### src/rtl/isa_io_pkg.sv
// Shared constants for the ISA slave front end.
// Assumes a 12-bit I/O address space of which 10 bits are compared.
package isa_io_pkg;
    localparam int ADDR_W = 12;   // bus address width
    localparam int DEC_W  = 10;   // bits compared against the base
    localparam int DATA_W = 8;    // bus data width
    localparam int GPO_W  = 2;    // general-purpose output bits
endpackage

### src/rtl/isa_addr_decode.sv
// Address decoder: combines the address compare with chip enable and
// address enable. Assumes addr is steady while aen_n is low.
module isa_addr_decode
    import isa_io_pkg::*;
#(
    parameter int OFF_W = 4
) (
    input  logic [ADDR_W-1:0] addr,
    input  logic [DEC_W-1:OFF_W] base_hi,
    input  logic              aen_n,
    input  logic              chip_en,
    output logic              hit,
    output logic [OFF_W-1:0]  offset
);
    // Chip enable low forces the effective address enable high.
    logic aen_eff_n;
    logic upper_zero;
    logic base_match;

    // Purpose: qualify the address compare.
    always_comb begin
        aen_eff_n  = aen_n | ~chip_en;
        upper_zero = (addr[ADDR_W-1:DEC_W] == '0);
        base_match = (addr[DEC_W-1:OFF_W] == base_hi);
        hit        = ~aen_eff_n & upper_zero & base_match;
        offset     = addr[OFF_W-1:0];
    end
endmodule

### src/rtl/isa_strobe_sync.sv
// Two-flop synchroniser for an active-low bus strobe with edge detection.
// Assumes the strobe is low for at least two clock periods.
module isa_strobe_sync (
    input  logic clk,
    input  logic rst_n,
    input  logic strobe_n,
    output logic low_sync,
    output logic fall,
    output logic rise
);
    logic s1, s2, s3;

    // Purpose: resynchronise the strobe and keep one cycle of history.
    always_ff @(posedge clk) begin
        if (!rst_n) begin
            s1 <= 1'b1;
            s2 <= 1'b1;
            s3 <= 1'b1;
        end else begin
            s1 <= strobe_n;
            s2 <= s1;
            s3 <= s2;
        end
    end

    // Purpose: derive the level and edge indications.
    always_comb begin
        low_sync = ~s2;
        fall     = ~s2 & s3;
        rise     = s2 & ~s3;
    end

    assert_single_rise_R5: assert property (@(posedge clk) disable iff (!rst_n)
        rise |=> !rise);
    assert_single_fall_R6: assert property (@(posedge clk) disable iff (!rst_n)
        fall |=> !fall);
endmodule

### src/rtl/isa_pin_router.sv
// Routes one request onto a selected pin of a pad group. Other pins
// stay undriven. With HOLD_PD set, an idle selected pin is left undriven
// with its weak pull-down enabled, so a device sharing the line can drive it.
module isa_pin_router #(
    parameter int N       = 5,
    parameter int SEL_W   = 3,
    parameter bit HOLD_PD = 1'b0
) (
    input  logic             clk,
    input  logic             rst_n,
    input  logic             chip_en,
    input  logic [SEL_W-1:0] sel,
    input  logic             req,
    output logic [N-1:0]     pin_o,
    output logic [N-1:0]     pin_oe,
    output logic [N-1:0]     pin_pd
);
    for (genvar i = 0; i < N; i++) begin : g_pin
        logic chosen;
        assign chosen = chip_en && (sel == SEL_W'(i));
        if (HOLD_PD) begin : g_pd
            // Purpose: drive only an active request, else enable the pull-down.
            always_comb begin
                pin_oe[i] = chosen & req;
                pin_o[i]  = chosen & req;
                pin_pd[i] = chosen & ~req;
            end
        end else begin : g_drv
            // Purpose: drive the selected pin with the request level.
            always_comb begin
                pin_oe[i] = chosen;
                pin_o[i]  = chosen & req;
                pin_pd[i] = 1'b0;
            end
        end
    end

    assert_one_driver_R10: assert property (@(posedge clk) disable iff (!rst_n)
        $onehot0(pin_oe));
    assert_keeper_excl_R11: assert property (@(posedge clk) disable iff (!rst_n)
        ((pin_oe & pin_pd) == '0) && $onehot0(pin_pd));
endmodule

### src/rtl/isa_io_front.sv
// ISA slave I/O front end: address decode, strobe synchronisation,
// transceiver enable, general-purpose output register, and routing of
// interrupt and DMA requests. Assumes bus address and data are steady
// while a strobe is low, and each strobe is low for three or more cycles.
module isa_io_front
    import isa_io_pkg::*;
#(
    parameter int OFF_W   = 4,
    parameter int N_IRQ   = 5,
    parameter int N_DRQ   = 3,
    parameter int GPO_OFF = 7,
    localparam int IRQ_SW = $clog2(N_IRQ + 1),
    localparam int DRQ_SW = $clog2(N_DRQ + 1)
) (
    input  logic                   clk,
    input  logic                   rst_n,
    input  logic                   bus_rst,
    output logic                   bus_rst_n_o,
    input  logic                   chip_en,
    input  logic                   aen_n,
    input  logic [ADDR_W-1:0]      addr,
    input  logic                   ior_n,
    input  logic                   iow_n,
    input  logic [DEC_W-1:OFF_W]   base_hi,
    input  logic [DATA_W-1:0]      data_i,
    output logic [DATA_W-1:0]      data_o,
    output logic                   data_oe,
    output logic                   xcvr_en_n,
    output logic                   wr_stb,
    output logic [OFF_W-1:0]       wr_off,
    output logic [DATA_W-1:0]      wr_data,
    output logic                   rd_stb,
    output logic [OFF_W-1:0]       rd_off,
    input  logic [DATA_W-1:0]      rd_data,
    output logic [GPO_W-1:0]       gpo,
    input  logic [IRQ_SW-1:0]      irq_sel,
    input  logic                   irq_req,
    output logic [N_IRQ-1:0]       irq_o,
    output logic [N_IRQ-1:0]       irq_oe,
    input  logic [DRQ_SW-1:0]      drq_sel,
    input  logic                   drq_req,
    output logic [N_DRQ-1:0]       drq_o,
    output logic [N_DRQ-1:0]       drq_oe,
    output logic [N_DRQ-1:0]       drq_pd
);
    logic             hit;
    logic [OFF_W-1:0] offset;
    logic             wr_low, wr_fall, wr_rise;
    logic             rd_low, rd_fall, rd_rise;
    logic             cap_hit;
    logic [OFF_W-1:0] cap_off;
    logic [DATA_W-1:0] cap_data;

    isa_addr_decode #(.OFF_W(OFF_W)) u_dec (
        .addr(addr), .base_hi(base_hi), .aen_n(aen_n), .chip_en(chip_en),
        .hit(hit), .offset(offset)
    );

    isa_strobe_sync u_wr_sync (
        .clk(clk), .rst_n(rst_n), .strobe_n(iow_n),
        .low_sync(wr_low), .fall(wr_fall), .rise(wr_rise)
    );

    isa_strobe_sync u_rd_sync (
        .clk(clk), .rst_n(rst_n), .strobe_n(ior_n),
        .low_sync(rd_low), .fall(rd_fall), .rise(rd_rise)
    );

    // Purpose: sample decode, offset and data while the write strobe is low.
    always_ff @(posedge clk) begin
        if (!rst_n) begin
            cap_hit  <= 1'b0;
            cap_off  <= '0;
            cap_data <= '0;
        end else if (wr_low) begin
            cap_hit  <= hit;
            cap_off  <= offset;
            cap_data <= data_i;
        end
    end

    // Purpose: general-purpose output register with asymmetric reset value.
    always_ff @(posedge clk) begin
        if (!rst_n) begin
            gpo <= GPO_W'(2'b10);
        end else if (wr_stb && wr_off == OFF_W'(GPO_OFF)) begin
            gpo <= wr_data[GPO_W-1:0];
        end
    end

    // Purpose: internal strobes, read mux, bus and transceiver enables.
    always_comb begin
        wr_stb      = wr_rise & cap_hit;
        wr_off      = cap_off;
        wr_data     = cap_data;
        rd_stb      = rd_fall & hit;
        rd_off      = offset;
        data_oe     = hit & ~ior_n;
        xcvr_en_n   = ~(hit & (~ior_n | ~iow_n));
        bus_rst_n_o = ~bus_rst;
        if (offset == OFF_W'(GPO_OFF)) begin
            data_o = {{(DATA_W-GPO_W){1'b0}}, gpo};
        end else begin
            data_o = rd_data;
        end
    end

    isa_pin_router #(.N(N_IRQ), .SEL_W(IRQ_SW), .HOLD_PD(1'b0)) u_irq (
        .clk(clk), .rst_n(rst_n), .chip_en(chip_en), .sel(irq_sel), .req(irq_req),
        .pin_o(irq_o), .pin_oe(irq_oe), .pin_pd()
    );

    isa_pin_router #(.N(N_DRQ), .SEL_W(DRQ_SW), .HOLD_PD(1'b1)) u_drq (
        .clk(clk), .rst_n(rst_n), .chip_en(chip_en), .sel(drq_sel), .req(drq_req),
        .pin_o(drq_o), .pin_oe(drq_oe), .pin_pd(drq_pd)
    );

    assert_gpo_load_R8: assert property (@(posedge clk) disable iff (!rst_n)
        (wr_stb && wr_off == OFF_W'(GPO_OFF)) |=> gpo == $past(wr_data[GPO_W-1:0]));
    assert_gpo_hold_R8: assert property (@(posedge clk) disable iff (!rst_n)
        !(wr_stb && wr_off == OFF_W'(GPO_OFF)) |=> $stable(gpo));
    assert_oe_needs_xcvr_R4: assert property (@(posedge clk) disable iff (!rst_n)
        data_oe |-> !xcvr_en_n);
    assert_ce_blocks_R3: assert property (@(posedge clk) disable iff (!rst_n)
        !chip_en |-> (irq_oe == '0 && drq_oe == '0 && drq_pd == '0 && !data_oe && !rd_stb));
    assert_no_wr_idle_R5: assert property (@(posedge clk) disable iff (!rst_n)
        wr_stb |-> $past(wr_low));
    assert_rd_side_R6: assert property (@(posedge clk) disable iff (!rst_n)
        rd_rise |-> !rd_stb);
endmodule

### config.mk
export PLATFORM = sky130hd
export DESIGN_NAME = isa_io_front
export DESIGN_NICKNAME = d
export VERILOG_FILES = /design/src/rtl/isa_io_pkg.sv /design/src/rtl/isa_addr_decode.sv /design/src/rtl/isa_strobe_sync.sv /design/src/rtl/isa_pin_router.sv /design/src/rtl/isa_io_front.sv
export SDC_FILE = /design/constraint.sdc
export NUM_CORES = 1
export LEC_CHECK = 0
export BUFFER_PORTS_ARGS = -buffer_cell sky130_fd_sc_hd__buf_2
export CAP_MARGIN = 20
export CORE_AREA = 3 3 59 61
export DETAILED_ROUTE_END_ITERATION = 7
export DIE_AREA = 0 0 62 64
export PLACE_DENSITY = 0.86
export SYNTH_ARGS = -nofsm -noshare
export SYNTH_HDL_FRONTEND = slang
export SYNTH_SLANG_ARGS = --single-unit
### constraint.sdc
create_clock -name clk -period 1.15 [get_ports clk]
set_input_delay 0.0575 -clock clk [delete_from_list [all_inputs] [get_ports clk]]
set_output_delay 0.0575 -clock clk [all_outputs]
set_load 0.02 [all_outputs]
**Yosys cells after proc, flatten, opt, wreduce, memory -nomap -nowiden**

Cells that the tools add are included.
W data, S select, Z words.

- Equal/unequal tests: 9
- Mux-type cells: 1
- Bitwise gates (word level): 30
- Reduce and logical (&&, ||, !) cells: 12

Operators by type and width:

| cell | number |
|---|---|
| $and A1 B1 Y1 | 19 |
| $logic_and A1 B1 Y1 | 9 |
| $not A1 Y1 | 9 |
| $eq A4 B3 Y1 const B | 2 |
| $mux W8 | 1 |
| $eq A3 B2 Y1 const B | 2 |
| $eq A6 B6 Y1 | 1 |
| $logic_not A2 Y1 | 2 |
| $eq A3 B1 Y1 const B | 1 |
| $eq A3 B3 Y1 const B | 1 |
| $logic_not A3 Y1 | 1 |
| $eq A2 B1 Y1 const B | 1 |
| $eq A2 B2 Y1 const B | 1 |
| $or A1 B1 Y1 | 2 |

- Bits in registers: 21
- Input bits: 48
- Output and inout port bits: 50
- Logic and storage cells: 62

**Depth between registers and ports, before layout**

Gate-level depths: netlist (run 1).

- Word-level depth: 7
- Depth in mapped cells: 5
- Depth with buffers taken out: 4

**Modules after synthesis**

Synthesis (run 1) repeated with hierarchy kept, for this count alone.

- Cell total of the unflattened synthesis: 134
- Area total of the unflattened synthesis: 1295.0 um^2

By module, submodules not included:

| module | times used | cells an instance | area each (um^2) | sequential area each (um^2) |
|---|---|---|---|---|
| isa_io_front | 1 | 67 | 725.7 | 300.3 |
| isa_strobe_sync | 2 | 9 | 97.6 | 60.1 |
| isa_pin_router at u_irq | 1 | 27 | 165.2 | 0.0 |
| isa_addr_decode | 1 | 13 | 111.4 | 0.0 |
| isa_pin_router at u_drq | 1 | 9 | 97.6 | 0.0 |

**Worst setup path after synthesis (run 1)**

Ideal clock, no wire load.

- Path type: input to output
- Start: input aen_n
- End: output rd_stb
- Arrival: 1.153 ns
- Required time: 1.092 ns
- Slack: -0.061 ns
- Cell stages on the path: 3
- Path through: nor4b_4 -> nand3_1 -> nor4_1

- Word-level cells in the longest chain between the ends: 5

Ends and longest elaborated chain:

| item | line | text |
|---|---|---|
| from (decl) | isa_io_front.sv:20 | `input logic aen_n,` |
| $or A1 B1 Y1 | isa_addr_decode.sv:22 | `aen_eff_n = aen_n \| ~chip_en;` |
| $not A1 Y1 | isa_addr_decode.sv:25 | `hit = ~aen_eff_n & upper_zero & base_match;` |
| $and A1 B1 Y1 (2 in series) | isa_addr_decode.sv:25 |  |
| $and A1 B1 Y1 | isa_io_front.sv:96 | `rd_stb = rd_fall & hit;` |
| to (decl) | isa_io_front.sv:32 | `output logic rd_stb,` |

Every way passes these cells.

**Worst setup path in the final report (run 1)**

- Start: input base_hi[7] (netlist bit)
- End: output xcvr_en_n

- Word-level cells in the longest chain between the ends: 4

Ends and longest elaborated chain:

| item | line | text |
|---|---|---|
| from (decl) | isa_io_front.sv:24 | `input logic [DEC_W-1:OFF_W] base_hi,` |
| $eq A6 B6 Y1 | isa_addr_decode.sv:24 | `base_match = (addr[DEC_W-1:OFF_W] == base_hi);` |
| $and A1 B1 Y1 | isa_addr_decode.sv:25 |  |
| $and A1 B1 Y1 | isa_io_front.sv:99 | `xcvr_en_n = ~(hit & (~ior_n \| ~iow_n));` |
| $not A1 Y1 | isa_io_front.sv:99 |  |
| to (decl) | isa_io_front.sv:28 | `output logic xcvr_en_n,` |

Every way passes these cells.

==> key figures, run 1 <==
Status
  • Outcome: finished with violations
  • Failing checks: setup timing

Die
  • Die footprint: between 3000 and 4000 sq um
  • Cell Rows: 20
  • Core area: 3030 sq um
  • Die Wd: 62 um
  • Die height: roughly 64 um
  • Ports: 98
  • Starting Density: a little under two fifths

Worst hold path
  • Hold Path Depth: 2
  • HP Class: in2reg

Placed design
  • RD Place Congestion: 0.711
  • Port Buffers: 97
  • Hpwl dp: 2410 um

Final layout
  • Antenna cells: 0
  • Register area: about 430 sq um
  • Fraction of layout instances using a drive strength above 1: 50.7%
  • Fill cells: between 200 and 300
  • Multi-input logic area: between 600 and 700 sq um
  • Util after Layout: between 50% and 60%
  • Layout Area Growth over Synthesis: 57.6%
  • Layout Nets: approximately 280

Yosys
  • Synth Area in Adders: 0%
  • Compound-cell area share of the yosys netlist: 3.52%
  • Most frequent cell after synthesis: dfxtp_1
  • Dominant cell type by area after synthesis: dfxtp_1
  • Post-Synthesis Cells: 128
  • Post-synthesis xor/xnor area fraction: 4.62%
  • Commonest cells post-synth: dfxtp_1, nor2_1, buf_4, mux2i_1, nand2b_1
  • Netlist cell types: 29
  • Area of the mapped netlist: between 1000 and 1500 sq um
  • EDFF count, synth: 0
  • Async S/R FF share, synth: 0%
  • Post-Synth Simple-Gate Area: a little under a third
  • Main combinational cell family by area after synthesis: simple AND/OR/NAND/NOR gates
  • Synth Warn #: 0
  • Average size of a mapped cell: around 8.9 sq um
  • Yosys reg bits: 21
  • Post-Syn Nets: 176
  • Mux contribution to synthesized area: between 10% and 20%
  • Synth area leaders: dfxtp_1, mux2i_1, buf_4, nor2_1, nand2b_1
  • Share of the synthesized area in the top cell type: 36.9%
  • Ys flop type: dfxtp_1
  • Register area share after synthesis: 36.9%

Timing
  • Worst-Margin Slew: 0.393 ns
  • Max_slew headroom: 73.8%
  • Final Setup Violations: 1
  • Min Hold Slack: just under 0.008 ns
  • Final TNS setup: -0.0253 ns
  • Fmax: 0.851 GHz
  • Final Skew: 0.0155 ns
  • Max Slew Vio Count: 0
  • Final period util: 102%
  • Crit path time final: 1.18 ns
  • RSZ-0062 raised after global routing: true
  • Final hold vios: 0
  • Final worst-path setup slack: -0.0253 ns

Setup path
  • Startpoint types: input pin
  • CP max stage delay: 0.35 ns
  • CP cell instances: buf_2 > xnor2_1 > nand4b_1 > a211o_1 > buf_6
  • Crit-path slowest cell: a211o_1
  • Critical Path AT: 1.12 ns
  • Setup CP Type: in2out
  • Critical path required time: 1.09 ns
  • Worst-path maximum fanout: 3
  • Reg2reg path depth: 5
  • Crit end category: primary output

Clock tree
  • Clock Pin Slew Worst Setup and Hold Paths: 0.12 ns
  • CTS tree: yes
  • H-Tree Depth: 1
  • Worst-Skew Late Latency: 0.30 ns
  • Clock Sink Count: 21
  • Clock buffer depth: 2
  • TritonCTS Buffers: 3
  • Clock root cell: clkbuf_4

Pwr
  • Switching Share: 28.9%
  • Power share of the combinational group: 27.0%
  • Power Total: 0.00151 W
  • Worst vdd ir: around 0.7 mV
  • Leak pwr: 0.986 nW
  • Sw power: around 0.00044 W
  • Cell internal pwr: roughly 0.0011 W
  • Pwr Density: between 800 and 900 nW/um^2
  • Reg power frac: 50.4%
  • Clock network power share: between 20% and 30%

GRT
  • Number of global-route vias before repair: 1114
  • Largest net degree at the start of global routing: 14
  • First-pass GRT wire length: roughly 4500 um
  • Initial antenna violation count: 0
  • GRT Overall Usage: 14.4%
  • Total grt overflow: 0

Drt
  • Number of vias per cell: approximately 4.5
  • Drc violations: 0
  • Iter 0 DRT Violations: 15
  • WL/cell: 11.5 um
  • Drt pass-1 iters: 3
  • Post-route ant nets: 0
  • Detailed-route wire length: 3140 um
  • Via count: about 1200

Flow run
  • Max Cap Violations: 0
## power groups by stage
stage | Sequential, W | Clock [W] | Combinational [W]
final | 0.000762 | 0.000342 | 0.000408
after global routing | 0.000766 | 0.000370 | 0.000444
after CTS | 0.000764 | 0.000350 | 0.000397
after detailed placement | 0.000780 | 0 | 0.000370
after global placement | 0.000779 | 0 | 0.000363
after floorplan | 0.000795 | 0 | 0.000192
## layout make-up
class,count,share of cell area [%]
timing repair buffer,112,36.4
multi-input combinational,88,34.4
sequential,21,23.7
tap,44,3.07
clock buffer,3,1.26
inverter,4,0.837
clock inverter,1,0.279
## timing repair
action | in CTS | in global routing
hold endpoints to repair | 10 | 0
hold buffers | 10 | 0
resized for setup | 1 | 13
pin swaps | 0 | 2
setup endpoints to repair | 1 | 5
buffers inserted | 0 | 1
## worst paths after layout
kind	from	to	slack (ns)
max	base_hi[7]	xcvr_en_n	-0.03
min	rst_n	gpo[1]	0.008
max reg2reg	u_wr_sync.s2	gpo[0]	0.21
min reg2reg	u_rd_sync.s1	u_rd_sync.s2	0.42
## metrics by stage
stage / instances / worst slack, ns / cell area [sq um]
after floorplan: 128 / 0.0930 / 1140
after global placement: 258 / 0.0491 / 1610
after detailed placement: 258 / 0.0177 / 1610
after CTS: 272 / 0.00581 / 1740
after global routing: 273 / -0.0654 / 1790
final: 273 / -0.0253 / 1790
## metal layers
layer  vias up  track usage [%]  routed length, um
li1        631                -                  -
met1       547             14.3               1190
met2        52             28.2               1670
met3         2             1.82                262
met4         0             5.04                 16
met5         -                0                  0
## layout by cell type (no fill, tap or decap), types with 2 or more instances in the layout
cell type       n
xnor2_1         4
nand3_1         5
mux2i_1        12
dlygate4sd3_1  10
nand2_1         4
nor3b_1         3
clkbuf_4        3
inv_1           3
dfxtp_1        19
o21ai_0         2
mux2_2          2
and2_1          7
nand3b_1        2
nand2b_1        8
nand4b_1        3
buf_2          91
buf_4           7
nor2_1         17
nor3_1          6
buf_6           4
## flip-flops by register name (all words and copies together) (netlist names)
signal / cells
wr_data: 8
wr_off: 4
gpo: 2
cap_hit: 1
u_rd_sync.s1: 1
u_rd_sync.s2: 1
u_rd_sync.s3: 1
u_wr_sync.s1: 1
u_wr_sync.s2: 1
u_wr_sync.s3: 1
## cells by family (layout without fill, tap and decap cells)
group	after synthesis	after routing
multiplexers	14	14
AO/OA/AOI/OAI	5	5
flip-flops	21	21
buffers and inverters	19	120
XOR/XNOR	6	6
AND/OR/NAND/NOR	63	63
## worst max-delay path: cells and delay by family
family                    cells  cell delay [ns]
xor gates and xnor gates      1             0.23
and+or+nand+nor               1             0.23
buffers and inverters         2             0.24
AOI/OAI and AO/OA             1             0.35
Note: power is estimated with default switching activity, not from simulation.
==> run 2, diff against run 1 <==
--- a/config.mk
+++ b/config.mk
@@ -5,11 +5,12 @@
 export SDC_FILE = /design/constraint.sdc
 export NUM_CORES = 1
 export LEC_CHECK = 0
+export ABC_AREA = 1
 export BUFFER_PORTS_ARGS = -buffer_cell sky130_fd_sc_hd__buf_2
 export CAP_MARGIN = 20
-export CORE_AREA = 3 3 59 61
+export CORE_AREA = 3 3 84 46
 export DETAILED_ROUTE_END_ITERATION = 7
-export DIE_AREA = 0 0 62 64
+export DIE_AREA = 0 0 87 49
 export PLACE_DENSITY = 0.86
 export SYNTH_ARGS = -nofsm -noshare
 export SYNTH_HDL_FRONTEND = slang
==> run 2 against run 1 <==
The run now ends clean. Register-to-register slack worse by 0.06 ns. Clock power is 39% higher. Global-route usage is 1.0 points higher. Synthesized area is 6.9% higher. Non-clock buffer count is 12 lower. Cell area is 3.6% lower. Wire length is 7.1% higher. Fmax is 7.5% higher.
==> key figures, run 2 <==
Yosys
  • Synth Warn #: 0
  • Synth area leaders: dfxtp_1, nor2_1, inv_1, nand2_1, buf_4
  • Commonest cells post-synth: nor2_1, inv_1, nand2_1
  • Average size of a mapped cell: 6.41 sq um
  • Async S/R FF share, synth: 0%
  • Share of the synthesized area in the top cell type: 34.5%
  • Dominant cell type by area after synthesis: dfxtp_1
  • Register area share after synthesis: 34.5%
  • Yosys reg bits: 21
  • Ys flop type: dfxtp_1
  • Netlist cell types: 19
  • EDFF count, synth: 0
  • Most frequent cell after synthesis: nor2_1
  • Post-Syn Nets: 238
  • Area of the mapped netlist: 1220 sq um
  • Post-Synthesis Cells: 190

Placed design
  • Port Buffers: 97
  • Hpwl dp: 2930 um
  • RD Place Congestion: between 0.8 and 0.9

GRT
  • Top Usage Layer GRT: met2
  • GR Util met1: between 10% and 20%
  • Total grt overflow: 0
  • Initial antenna violation count: 0
  • Global routing usage on met2: a little under a third
  • First-pass GRT wire length: between 5000 and 6000 um
  • Met3 usage: 4.55%
  • Largest net degree at the start of global routing: 14
  • Number of global-route vias before repair: 1368
  • GRT Overall Usage: between 10% and 20%

Timing
  • Max Slew Vio Count: 0
  • Final Setup Violations: 0
  • Fmax: 0.915 GHz
  • Final hold vios: 0
  • Crit path time final: 1.09 ns
  • Worst-Margin Slew: 0.393 ns
  • Final Skew: ~0.0023 ns
  • Final TNS setup: 0 ns
  • Final period util: 95.0%
  • Max_slew headroom: 73.8%
  • RSZ-0062 raised after global routing: false

Die
  • Die Wd: 87 um
  • Cell Rows: 14
  • Core area: 3070 sq um
  • Die height: 49 um
  • Die footprint: 4260 sq um
  • Ports: 98
  • Starting Density: between 30% and 40%

Status
  • Outcome: finished, final reports clean

Worst hold path
  • HP Class: in2reg

Final layout
  • Util after Layout: a little under three fifths
  • Layout Area Growth over Synthesis: 42.1%
  • Commonest cells after routing, fill and taps aside: buf_2, nor2_1, inv_1
  • Layout Nets: 327
  • Fraction of layout instances using a drive strength above 1: 40.6%
  • Most common cell after layout, fill and taps aside: buf_2
  • Antenna cells: 0
  • Largest register FFs: 8

Pwr
  • Pwr Density: a little under 1000 nW/um^2
  • Worst vdd ir: between 0.5 and 0.6 mV
  • Leak pwr: between 1 and 1.5 nW

Clock tree
  • Clock root cell: clkbuf_8
  • CTS tree: yes
  • Clock buffer depth: 2
  • Post-CTS Setup Bufs: 0
  • Clock Sink Count: 21
  • Clock Pin Slew Worst Setup and Hold Paths: roughly 0.070 ns
  • TritonCTS Buffers: 3
  • Worst-Skew Late Latency: 0.26 ns
  • H-Tree Depth: 1

Setup path
  • Worst R2R Setup Slack: around 0.15 ns
  • Crit end category: primary output
  • Setup CP Type: in2out
  • Critical Path Sink: xcvr_en_n
  • Reg2reg path depth: 6
  • Worst-path maximum fanout: 2
  • Start point of the critical path: iow_n
  • Reg2Reg Capture Point: gpo[0]
  • Critical Path AT: roughly 1.0 ns
  • Startpoint types: input pin
  • Critical path required time: 1.09 ns
  • Worst R2R Start: wr_off[1]

Flow run
  • Max Cap Violations: 0

Drt
  • Drc violations: 0
  • Post-route ant nets: 0
  • Iter 0 DRT Violations: 25
  • Number of vias per cell: 4.45
  • WL/cell: ~11 um
  • Via count: 1416
  • Drt pass-1 iters: 4
  • Detailed-route wire length: 3360 um
[run 2: cell types whose count changed after synthesis, moves of 3 or more]
cell / delta
and2_1: -7
nand4b_1: -3
nor3b_1: -3
nand2_1: +24
nor2_1: +29
nand2b_1: -8
o21ai_0: +11
mux2i_1: -12
inv_1: +28
[run 2: worst min path at each step]
stage | from | end | slack (ns) | cells past startpoint
finish | ior_n | u_rd_sync.s1 | 0.005 | 3
global placement | iow_n | u_wr_sync.s1 | 0.25 | 3
global route | ior_n | u_rd_sync.s1 | 0.03 | 3
CTS | ior_n | u_rd_sync.s1 | 0.006 | 3
floorplan | iow_n | u_wr_sync.s1 | 0.15 | 2
detailed placement | iow_n | u_wr_sync.s1 | 0.25 | 3
[run 2: repair_timing]
item,4_1_cts,5_1_grt
hold buffers,1,0
endpoints found under the setup margin,0,4
resized for setup,0,4
hold endpoints to repair,1,0
[run 2: cell type report]
| class | count | area, sq um |
|---|---|---|
| Tap cell | 40 | 50.0 |
| Multi-Input combinational cell | 121 | 578 |
| Inverter | 32 | 120 |
| Clock buffer | 4 | 45.0 |
| Timing Repair Buffer | 100 | 515 |
| Sequential cell | 21 | 422 |
| Fill cell | 283 | 1340 |
[run 2: logic make-up after synthesis]
family | after synthesis | share of synthesized area [%]
xor gates and xnor gates | 7 | 5.04
AOI/OAI and AO/OA | 15 | 6.37
and+or+nand+nor | 99 | 35.1
buffers and inverters | 48 | 18.9
DFF | 21 | 34.5
[run 2: metal layers]
metal,share of wire [%],vias up
li1,-,740
met3,9.5,6
met5,0,-
met2,51,54
met1,38,616
met4,1.5,0
[run 2: through the flow]
stage,setup slack [ns],power (W),instance area [sq um],hold WS [ns],std cells
3_5_place_dp,0.101,0.00120,1660,0.255,313
2_1_floorplan,0.0982,0.00104,1220,0.154,190
6_report,0.0572,0.00166,1730,0.00492,318
3_3_place_gp,0.157,0.00119,1660,0.246,313
5_1_grt,0.000854,0.00175,1730,0.0339,318
4_1_cts,0.00499,0.00168,1720,0.00559,318
[run 2: worst max-delay path, cell delays in order]
cell and delay [ns]:
dlygate4sd3_1 0.52, buf_2 0.10, inv_1 0.04, o211ai_1 0.15
buf_4 0.17
[run 2: where the power goes]
group	switching [W]	internal [W]	total [W]
Combinational	0.000244	0.000166	0.000410
Sequential	0.0000183	0.000758	0.000776
Clock	0.000229	0.000247	0.000476
Total	0.000492	0.00117	0.00166
==> run 3, diff against run 2 <==
--- a/config.mk
+++ b/config.mk
@@ -8,10 +8,10 @@
 export ABC_AREA = 1
 export BUFFER_PORTS_ARGS = -buffer_cell sky130_fd_sc_hd__buf_2
 export CAP_MARGIN = 20
-export CORE_AREA = 3 3 84 46
+export CORE_AREA = 3 3 81 45
 export DETAILED_ROUTE_END_ITERATION = 7
-export DIE_AREA = 0 0 87 49
-export PLACE_DENSITY = 0.86
+export DIE_AREA = 0 0 84 48
+export PLACE_DENSITY = 0.9
 export SYNTH_ARGS = -nofsm -noshare
 export SYNTH_HDL_FRONTEND = slang
 export SYNTH_SLANG_ARGS = --single-unit
==> constraint.sdc (replaced) <==
create_clock -name clk -period 1.32 [get_ports clk]
set_input_delay 0.066 -clock clk [delete_from_list [all_inputs] [get_ports clk]]
set_output_delay 0.066 -clock clk [all_outputs]
set_load 0.02 [all_outputs]
==> run 3 against run 2 <==
Register-to-register slack improved by 0.17 ns. Non-clock buffer count unchanged. Cell count unchanged. Sequential share of layout area increased by 0.18 points. Combinational power decreased by 13%. Global-route usage decreased by 1.1 points. Wire length decreased by 7.4%. Critical path depth decreased by 2. Clock skew increased by 0.0020 ns. Die area decreased by 5.4%.
==> key figures, run 3 (synthesis results as in run 2) <==
Status
  • Outcome: finished, final reports clean

Setup path
  • Startpoint types: flop
  • Critical Path AT: 1.05 ns
  • Setup CP Type: reg2out
  • Critical path required time: 1.25 ns
  • Worst-path maximum fanout: 6
  • Crit end category: primary output

Clock tree
  • H-Tree Depth: 1
  • Clock root cell: clkbuf_8
  • Clock buffer depth: 2
  • CTS tree: yes
  • TritonCTS Buffers: 3
  • Clock Pin Slew Worst Setup and Hold Paths: 0.06 ns
  • Clock Sink Count: 21
  • Worst-Skew Late Latency: 0.25 ns
  • Post-CTS Setup Bufs: 0

Pwr
  • Worst vdd ir: around 0.43 mV
  • Leak pwr: between 1 and 1.5 nW
  • Pwr Density: 833 nW/um^2

GRT
  • Initial antenna violation count: 0
  • First-pass GRT wire length: about 4500 um
  • Number of global-route vias before repair: 1153
  • Total grt overflow: 0
  • GRT Overall Usage: 14.3%
  • Largest net degree at the start of global routing: 14

Timing
  • Final period util: 84.5%
  • Max Slew Vio Count: 0
  • Worst-Margin Slew: around 0.36 ns
  • Final Skew: 0.00425 ns
  • Fmax: 0.896 GHz
  • Final Setup Violations: 0
  • RSZ-0062 raised after global routing: false
  • Final hold vios: 0
  • Final TNS setup: 0 ns
  • Crit path time final: roughly 1.1 ns
  • Max_slew headroom: 75.8%

Final layout
  • Antenna cells: 0
  • Commonest cells after routing, fill and taps aside: buf_2, nor2_1, inv_1
  • Layout Nets: 327
  • Post-route cell area: between 1500 and 2000 sq um
  • Fraction of layout instances using a drive strength above 1: roughly two fifths
  • Layout Area Growth over Synthesis: 40.7%
  • Most common cell after layout, fill and taps aside: buf_2
  • Largest register FFs: 8

Die
  • Starting Density: 41.1%
  • Die Wd: 84 um
  • Die footprint: about 4000 sq um
  • Cell Rows: 14
  • Ports: 98
  • Die height: around 48 um
  • Core area: roughly 3000 sq um

Placed design
  • Port Buffers: 97
  • Placed Instance Area: 1660 sq um
  • Hpwl dp: 2680 um
  • RD Place Congestion: 0.732

Drt
  • Drc violations: 0
  • Number of vias per cell: roughly 4.3
  • WL/cell: a little under 10 um
  • Via count: 1382
  • Drt pass-1 iters: 4
  • Detailed-route wire length: 3110 um
  • Post-route ant nets: 0
  • Iter 0 DRT Violations: 35

Worst hold path
  • HP Class: in2reg

Flow run
  • Max Cap Violations: 0
run 3: cell counts in the layout (fill, tap and decap cells not counted):
No cell type changed its count.
run 3: layer usage:
layer  global-route usage [%]  vias up  wire (um)
met1                     14.4      587       1230
met2                     29.7       55       1600
met5                        0        -          0
met4                     4.81        0         19
met3                     4.47        2        256
li1                         -      738          -
run 3: critical path: stages, from the launching register on:
cell and delay (ns):
dfxtp_1 0.41, nand2_2 0.09, nor2_4 0.11, buf_2 0.18
run 3: metrics by stage:
step	power (W)	hold WS (ns)	util, %	worst slack, ns	cells
2_1_floorplan	0.000902	0.162	-	0.0902	190
3_3_place_gp	0.00103	0.256	56.0	0.350	313
3_5_place_dp	0.00104	0.261	56.0	0.322	313
4_1_cts	0.00145	0.0356	57.9	0.191	318
5_1_grt	0.00151	0.0567	57.9	0.118	318
6_report	0.00143	0.0372	57.9	0.204	318
run 3: report_power, final:
part | internal (W) | switching [W]
sequential | 0.000660 | 0.0000143
clock | 0.000214 | 0.000184
combinational | 0.000144 | 0.000210
run 3: cell type report:
type	instances	area (sq um)
Fill cell	287	1250
Multi-Input combinational cell	121	567
Timing Repair Buffer	100	510
Sequential cell	21	420
Inverter	32	120
Tap cell	40	50.0
Clock buffer	4	45.0
run 3: repair_timing:
item,4_1_cts,5_1_grt
hold endpoints to repair,1,0
hold buffers,1,0
resized for setup,0,0
run 3: final timing paths:
kind / start / endpoint / slack [ns] / cells past startpoint
max: u_wr_sync.s2 / wr_stb / 0.20 / 3
min: ior_n / u_rd_sync.s1 / 0.04 / 3
max reg2reg: wr_off[0] / gpo[0] / 0.32 / 5
min reg2reg: u_wr_sync.s1 / u_wr_sync.s2 / 0.42 / 1
